$ cat config.mk
export PLATFORM = sky130hd
export DESIGN_NAME = chain_conflict_detector
export DESIGN_NICKNAME = d
export VERILOG_FILES = /design/src/rtl/scd_pkg.sv /design/src/rtl/pair_compare.sv /design/src/rtl/conflict_matrix.sv /design/src/rtl/matrix_reader.sv /design/src/rtl/chain_conflict_detector.sv
export SDC_FILE = /design/constraint.sdc
export NUM_CORES = 1
export LEC_CHECK = 0
export ABC_CLOCK_PERIOD_IN_PS = 1400
export BUFFER_PORTS_ARGS = -buffer_cell sky130_fd_sc_hd__buf_2
export CAP_MARGIN = 20
export CORE_MARGIN = 3
export CORE_UTILIZATION = 48
export CTS_CLUSTER_DIAMETER = 120
export DETAILED_ROUTE_END_ITERATION = 6
export PLACE_DENSITY = 0.8
export SLEW_MARGIN = 30
export SYNTH_ARGS = -nofsm -noshare
export SYNTH_HDL_FRONTEND = slang
export SYNTH_SLANG_ARGS = --single-unit
$ cat constraint.sdc
create_clock -name clk -period 1.4 [get_ports clk]
set_input_delay 0.07 -clock clk [delete_from_list [all_inputs] [get_ports clk]]
set_output_delay 0.07 -clock clk [all_outputs]
set_load 0.1 [all_outputs]
$ cat src/rtl/scd_pkg.sv
package scd_pkg;
  // Position of pair (lo,hi), lo<hi, in the packed upper triangle
  function automatic int pair_index(input int lo, input int hi, input int nchain);
    return lo * nchain - (lo * (lo + 1)) / 2 + (hi - lo - 1);
  endfunction

  function automatic int pair_count(input int nchain);
    return (nchain * (nchain - 1)) / 2;
  endfunction
endpackage

$ cat src/rtl/pair_compare.sv
module pair_compare #(
  parameter int CLEN = 4
) (
  input  logic [CLEN-1:0] val_a,
  input  logic [CLEN-1:0] care_a,
  input  logic [CLEN-1:0] val_b,
  input  logic [CLEN-1:0] care_b,
  output logic            clash
);
  logic [CLEN-1:0] both_set;
  logic [CLEN-1:0] differ;

  always_comb begin
    both_set = care_a & care_b;
    differ   = val_a ^ val_b;
    clash    = |(both_set & differ);
  end
endmodule

$ cat src/rtl/conflict_matrix.sv
module conflict_matrix #(
  parameter int NPAIR = 10
) (
  input  logic             clk,
  input  logic             rst,
  input  logic             clr,
  input  logic             upd,
  input  logic [NPAIR-1:0] new_marks,
  output logic [NPAIR-1:0] marks,
  output logic             any_mark
);
  always_ff @(posedge clk) begin
    if (rst || clr) begin
      marks    <= '0;
      any_mark <= 1'b0;
    end else if (upd) begin
      marks    <= marks | new_marks;
      any_mark <= any_mark | (|new_marks);
    end
  end

  // clear empties every pair
  a_r6_clear_empties: assert property (@(posedge clk) disable iff (rst)
    $past(clr) |-> (marks == '0));

  // no mark is lost without a clear
  a_r4_sticky: assert property (@(posedge clk) disable iff (rst)
    (!$past(clr) && !$past(rst)) |-> ((marks & $past(marks)) == $past(marks)));

  // summary flag tracks the stored pairs
  a_r8_summary: assert property (@(posedge clk) disable iff (rst)
    any_mark == (|marks));
endmodule

$ cat src/rtl/matrix_reader.sv
module matrix_reader #(
  parameter int NCHAIN = 5,
  parameter int IW     = 3,
  parameter int NPAIR  = 10
) (
  input  logic             clk,
  input  logic             rst,
  input  logic [NPAIR-1:0] marks,
  input  logic [IW-1:0]    row,
  input  logic [IW-1:0]    col,
  output logic             flag
);
  logic [NPAIR-1:0] hit;

  for (genvar gi = 0; gi < NCHAIN; gi++) begin : g_lo
    for (genvar gj = gi + 1; gj < NCHAIN; gj++) begin : g_hi
      localparam int P = scd_pkg::pair_index(gi, gj, NCHAIN);
      assign hit[P] = marks[P] &
        (((row == IW'(gi)) && (col == IW'(gj))) ||
         ((row == IW'(gj)) && (col == IW'(gi))));
    end
  end

  always_ff @(posedge clk) begin
    if (rst) flag <= 1'b0;
    else     flag <= |hit;
  end

  // diagonal reads as zero
  a_r5_diag_zero: assert property (@(posedge clk) disable iff (rst)
    (!$past(rst) && $past(row) == $past(col)) |-> !flag);
endmodule

$ cat src/rtl/chain_conflict_detector.sv
module chain_conflict_detector #(
  parameter int NCHAIN = 5,
  parameter int CLEN   = 4,
  parameter int IW     = (NCHAIN > 2) ? $clog2(NCHAIN) : 1
) (
  input  logic                   clk,
  input  logic                   rst,
  input  logic                   clr,
  input  logic                   vec_valid,
  output logic                   vec_ready,
  input  logic [NCHAIN*CLEN-1:0] vec_value,
  input  logic [NCHAIN*CLEN-1:0] vec_care,
  input  logic [IW-1:0]          rd_row,
  input  logic [IW-1:0]          rd_col,
  output logic                   rd_flag,
  output logic                   any_conflict
);
  localparam int NPAIR = scd_pkg::pair_count(NCHAIN);

  logic             take;
  logic [NPAIR-1:0] vec_marks;
  logic [NPAIR-1:0] marks;

  assign vec_ready = ~clr;
  assign take      = vec_valid & vec_ready;

  for (genvar gi = 0; gi < NCHAIN; gi++) begin : g_lo
    for (genvar gj = gi + 1; gj < NCHAIN; gj++) begin : g_hi
      localparam int P = scd_pkg::pair_index(gi, gj, NCHAIN);
      pair_compare #(.CLEN(CLEN)) u_cmp (
        .val_a (vec_value[gi*CLEN +: CLEN]),
        .care_a(vec_care [gi*CLEN +: CLEN]),
        .val_b (vec_value[gj*CLEN +: CLEN]),
        .care_b(vec_care [gj*CLEN +: CLEN]),
        .clash (vec_marks[P])
      );
    end
  end

  conflict_matrix #(.NPAIR(NPAIR)) u_mat (
    .clk      (clk),
    .rst      (rst),
    .clr      (clr),
    .upd      (take),
    .new_marks(vec_marks),
    .marks    (marks),
    .any_mark (any_conflict)
  );

  matrix_reader #(.NCHAIN(NCHAIN), .IW(IW), .NPAIR(NPAIR)) u_rd (
    .clk  (clk),
    .rst  (rst),
    .marks(marks),
    .row  (rd_row),
    .col  (rd_col),
    .flag (rd_flag)
  );

  // a vector without specified cells leaves the summary untouched
  a_r3_dontcare: assert property (@(posedge clk) disable iff (rst)
    (take && vec_care == '0 && !$past(rst)) |=> (any_conflict == $past(any_conflict)));

  // a vector offered during clear is dropped
  a_r7_clear_drops: assert property (@(posedge clk) disable iff (rst)
    (clr && vec_valid) |=> !any_conflict);

  // empty after reset
  a_r9_reset_state: assert property (@(posedge clk)
    $past(rst) |-> (!any_conflict && !rd_flag));
endmodule

[Yosys cells after proc, flatten, opt, wreduce, memory -nomap -nowiden]
Index checks and enable logic that the tools add are counted.
Word-level totals
  flip-flop bits (word level): 12
  input bits: 50
  output and inout bits: 3
  logic and storage cells: 100
Operators by class
  equality and inequality tests: 8
  bitwise gates (word level): 44
  reduce and logical (&&, ||, !) cells: 45
Operators by type and width (count)
  bitwise AND 4 bit: 20
  OR reduction 4 bit: 10
  OR reduction 40 bit: 1
  XOR 4 bit: 10
  logical AND 1 bit: 20
  == test 3 x 2 -> 1 bit (second input constant): 4
  bitwise AND 1 bit: 11
  logical OR 1 bit: 11
  OR 10 bit: 1
  OR reduction 10 bit: 1
  == test 3 x 1 -> 1 bit (second input constant): 2
  == test 3 bit (second input constant): 2
  logical NOT 3 bit: 2
  inverter 1 bit: 1
  OR 1 bit: 1

[Depth between registers and ports, before layout]
  depth after elaboration: 5
  gate-level depth with buffers: 5
  gate-level depth less buffers: 5

[Modules after synthesis]
From an unflattened synthesis, not the netlist that was laid out.
Second synthesis, totals
  cells, all modules: 167
  area, all modules: 1311.3 um^2
By module, submodules not included
  pair_compare: times used 10, cells each 9, area an instance 61.3 um^2, sequential area each 0.0 um^2
  conflict_matrix: times used 1, cells each 39, area an instance 354.1 um^2, sequential area each 220.2 um^2
  matrix_reader: times used 1, cells each 36, area an instance 334.1 um^2, sequential area each 20.0 um^2
  chain_conflict_detector: times used 1, cells each 2, area an instance 10.0 um^2, sequential area each 0.0 um^2

[Worst setup path after synthesis]
No wires, ideal clock.
  path type: register -> register
  start: reg u_mat.any_mark
  end: reg u_mat.any_mark
  library setup time: 0.075 ns
  data arrival time: 1.311 ns
  required time: 1.325 ns
  setup slack: 0.014 ns
  stages on the path, launching flop included: 3
  path buffers: 0
  period minus slack after synthesis: 1.386 ns
  cell sequence: dfxtp_1 and4b_1 a31oi_1
On the way
  word-level cells in the longest chain between the ends: 1
Ends and longest elaborated chain
  start, declared: RTL line conflict_matrix.sv:10  | output logic any_mark
  start signal, assigned: RTL line conflict_matrix.sv:18  | any_mark <= any_mark | (|new_marks);
  OR 1 bit: RTL line conflict_matrix.sv:18
No other way between the ends.
A chain may end at the register's enable or synchronous reset.

[Worst setup path after layout]
  start: in clr
  end: out vec_ready
On the way
  word-level cells in the longest chain between the ends: 1
Ends and longest elaborated chain
  start, declared: RTL line chain_conflict_detector.sv:8  | input logic clr,
  inverter 1 bit: RTL line chain_conflict_detector.sv:24  | assign vec_ready = ~clr;
  end, declared: RTL line chain_conflict_detector.sv:10  | output logic vec_ready,
No other way between the ends.

==> impl_metrics.yaml <==
sta:
  relSlewSlack_pct: 68.0
  fin_crit_sh_pct: 90.2
  max_freq_mhz: 792
  setup_viol: 0
  fin_worst_skew_ns: 0.00375
  layout_min_cycle_time_ns: 1.26
  tns_ns: 0
  grt_setup_unrepaired: "no"
  worst_slew_pin_slew_ns: 0.484
  hold_viol: 0
  slew_violations: 0
global_route:
  antenna_found_initial: 0
  grt_pass1_vias: 1341
  grt.met2_usage_pct: 37.1
  grt_first_pass_wirelength_microns: 5640
  grt-ovfl-total: 0
  use_met1_pct: 27.5
  groute.layer.met3.usage_pct: 1.11
  grt_max_degree: 12
  grt.total_usage_pct: 21.0
  grt_busiest_layer: "met2"
setup_path:
  rr_endpoint: "u_rd.flag"
  r2r_start: "u_mat.marks[8]"
  cp_max_fo: 3
  regToRegSetupSlack_ns: 0.14
  worstSetupEndpointType: "output port"
  critPathLaunchType: "primary input"
  crit_top_cell: "buf_2"
  crit_chain: "dlygate4sd3_1 > buf_2 > inv_1 > buf_2"
  worst-path-buf-inv: 4
  crit_start: "clr"
  max_stage_delay_ns: 0.53
  reg2regPathDepth: 5
  cp.depth: 4
  slowest_stage: "dlygate4sd3_1"
  critPathRequiredTime_ns: 1.33
  crit_path_end: "vec_ready"
  criticalPathCategory: "in2out"
  cpLargestDelayFamily: "buffers and inverters"
  crit_arrival_ns: 1.19
clock_tree:
  clock_path_buffers: 2
  cts_root_buffer: "clkbuf_4"
  numCtsBuffers: 3
  path_clk_slew_ns: 0.07
  cts_tree: "yes"
  htree_levels: 1
  clkSinkCount: 12
  insertion_delay_ns: 0.27
routing:
  vias_per_cell: 5.63
  num_vias: 1424
  drtAntennaViolNets: 0
  wl_per_cell_microns: 13.7
  drc_errors: 0
  finalWirelength_microns: 3460
  initialDrtViolationCount: 97
  dr.pass1.iters: 4
floorplanning:
  core_sq_um: 2520
  boundaryPins: 53
  initial_core_util_pct: 51.1
  die_w_microns: 57.8
  die_h_microns: 57.8
  rows: 18
  die-area_sq_um: 3350
cells_and_area:
  design_area_sq_um: 1640
  final_cell_mix: "buf_2 (52), nand3_1 (44), xor2_1 (41)"
  nets: 275
  num_antenna_cells: 0
  layout_commonest_cell: "buf_2"
  area_growth_pct: 26.9
  drive_gt1_share_pct: 26.5
  filler_cell_count: 237
placed_design:
  io_buffers: 52
  hpwlAfterDp_microns: 2980
  place.gp.congestion: 0.939
  place_area_sq_um: 1590
yosys:
  ys_seq_area_share_pct: 18.6
  syn-num-nets: 216
  ys_types: 30
  synth_top_area_cell: "xor2_1"
  synth_seq_cells: 12
  ys_top_cells_by_area: "xor2_1 (28%), dfxtp_1 (19%), nand3_1 (17%), and4_1 (7.5%), nor2b_1 (5.3%)"
  synth_cells: 166
  yosysWarnings: 0
  synth.cell_area_sq_um: 1290
  synth.top_cell.area_share_pct: 27.8
  synth.avg_cell_area_sq_um: 7.77
power_and_ir_drop:
  max-vdd-ir-drop_v: 0.000553
  powerDensity_nw_per_um2: 610
  p_leak_nw: 0.701
run_status:
  outcome: "finished, final reports clean"
run:
  cap_violations: 0
min_path:
  hp-class: "in2reg"
==> worst register-to-register path: cells and delay by family, from the launching register on <==
family | cells | cell delay (ns)
flops | 1 | 0.34
compound gates | 3 | 0.29
simple gates | 1 | 0.48
mux | 1 | 0.07
==> metrics by stage <==
stage / setup WS (ns) / total power [mW] / util, % / cells / hold WS, ns
finish: 0.137 / 0.998 / 64.9 / 253 / 0.179
floorplan: 0.0143 / 0.597 / - / 166 / 0.139
detailed placement: 0.135 / 0.788 / 63.1 / 248 / 0.272
global route: 0.00815 / 1.06 / 64.9 / 253 / 0.202
CTS: 0.112 / 0.999 / 64.8 / 253 / 0.171
global placement: 0.205 / 0.783 / 63.1 / 248 / 0.268
==> cell type report <==
class / count / area (sq um) / share of cell area [%]
clock buffer: 3 / 22.5 / 1.38
inverter: 2 / 7.51 / 0.459
multi-input combinational: 151 / 1040 / 63.5
sequential: 12 / 243 / 14.8
tap: 30 / 37.5 / 2.29
timing repair buffer: 55 / 288 / 17.6
==> power breakdown <==
part | internal (mW) | total (mW) | switching [mW]
sequential | 0.357 | 0.365 | 0.00857
combinational | 0.185 | 0.423 | 0.238
clock | 0.0996 | 0.210 | 0.110
total | 0.641 | 0.998 | 0.357
==> how the worst min path moves through the flow <==
stage	startpoint	slack, ns	endpoint	cells after the start
2_1_floorplan	rst	0.14	u_rd.flag	1
3_3_place_gp	rst	0.27	u_rd.flag	2
3_5_place_dp	rst	0.27	u_rd.flag	2
4_1_cts	rd_col[2]	0.17	u_rd.flag	4
5_1_grt	vec_valid	0.20	u_mat.marks[3]	3
6_report	vec_valid	0.18	u_mat.marks[3]	3
==> logic make-up (layout without fill, tap and decap cells) <==
logic type | after synthesis | in the layout | share of synthesized area [%]
buffers and inverters | 3 | 60 | 0.873
xor gates and xnor gates | 41 | 41 | 27.8
muxes | 1 | 1 | 0.776
AOI/OAI and AO/OA | 26 | 26 | 13.2
and+or+nand+nor | 83 | 83 | 38.7
DFF | 12 | 12 | 18.6
==> cell usage after synthesis, drive strengths merged <==
cell type  number
xor2           41
nand4           1
a21boi          1
a211oi          1
nand2           1
and3            1
dfxtp          12
o211ai          1
a31oi           4
nor3            1
nor3b           1
clkbuf          1
a21oi           3
nand2b          2
inv             2
and4bb          1
and2b           1
and4           11
or4b            1
nand3          44
mux2i           1
a22oi           2
and4b           1
o21ai           5
nor2b          11
nor4bb          1
o21a            9
nand3b          1
nor2            4
==> per-layer routing <==
| layer | wire [microns] | share of wire (%) |
|---|---|---|
| met1 | 1580 | 46 |
| met2 | 1690 | 49 |
| met3 | 166 | 4.8 |
| met4 | 21 | 0.61 |
| met5 | 0 | 0 |
==> flip-flops by register name, indices dropped and copies added (netlist names) <==
signal          flops
u_mat.any_mark      1
u_mat.marks        10
u_rd.flag           1
==> what timing repair did <==
action / CTS / global route
endpoints found under the setup margin: 0 / 1
gates resized for setup: 0 / 2
setup buffers: 0 / 0
hold buffers: 2 / 0
hold endpoints to repair: 2 / 0
Power figures use the tool's default switching activity.
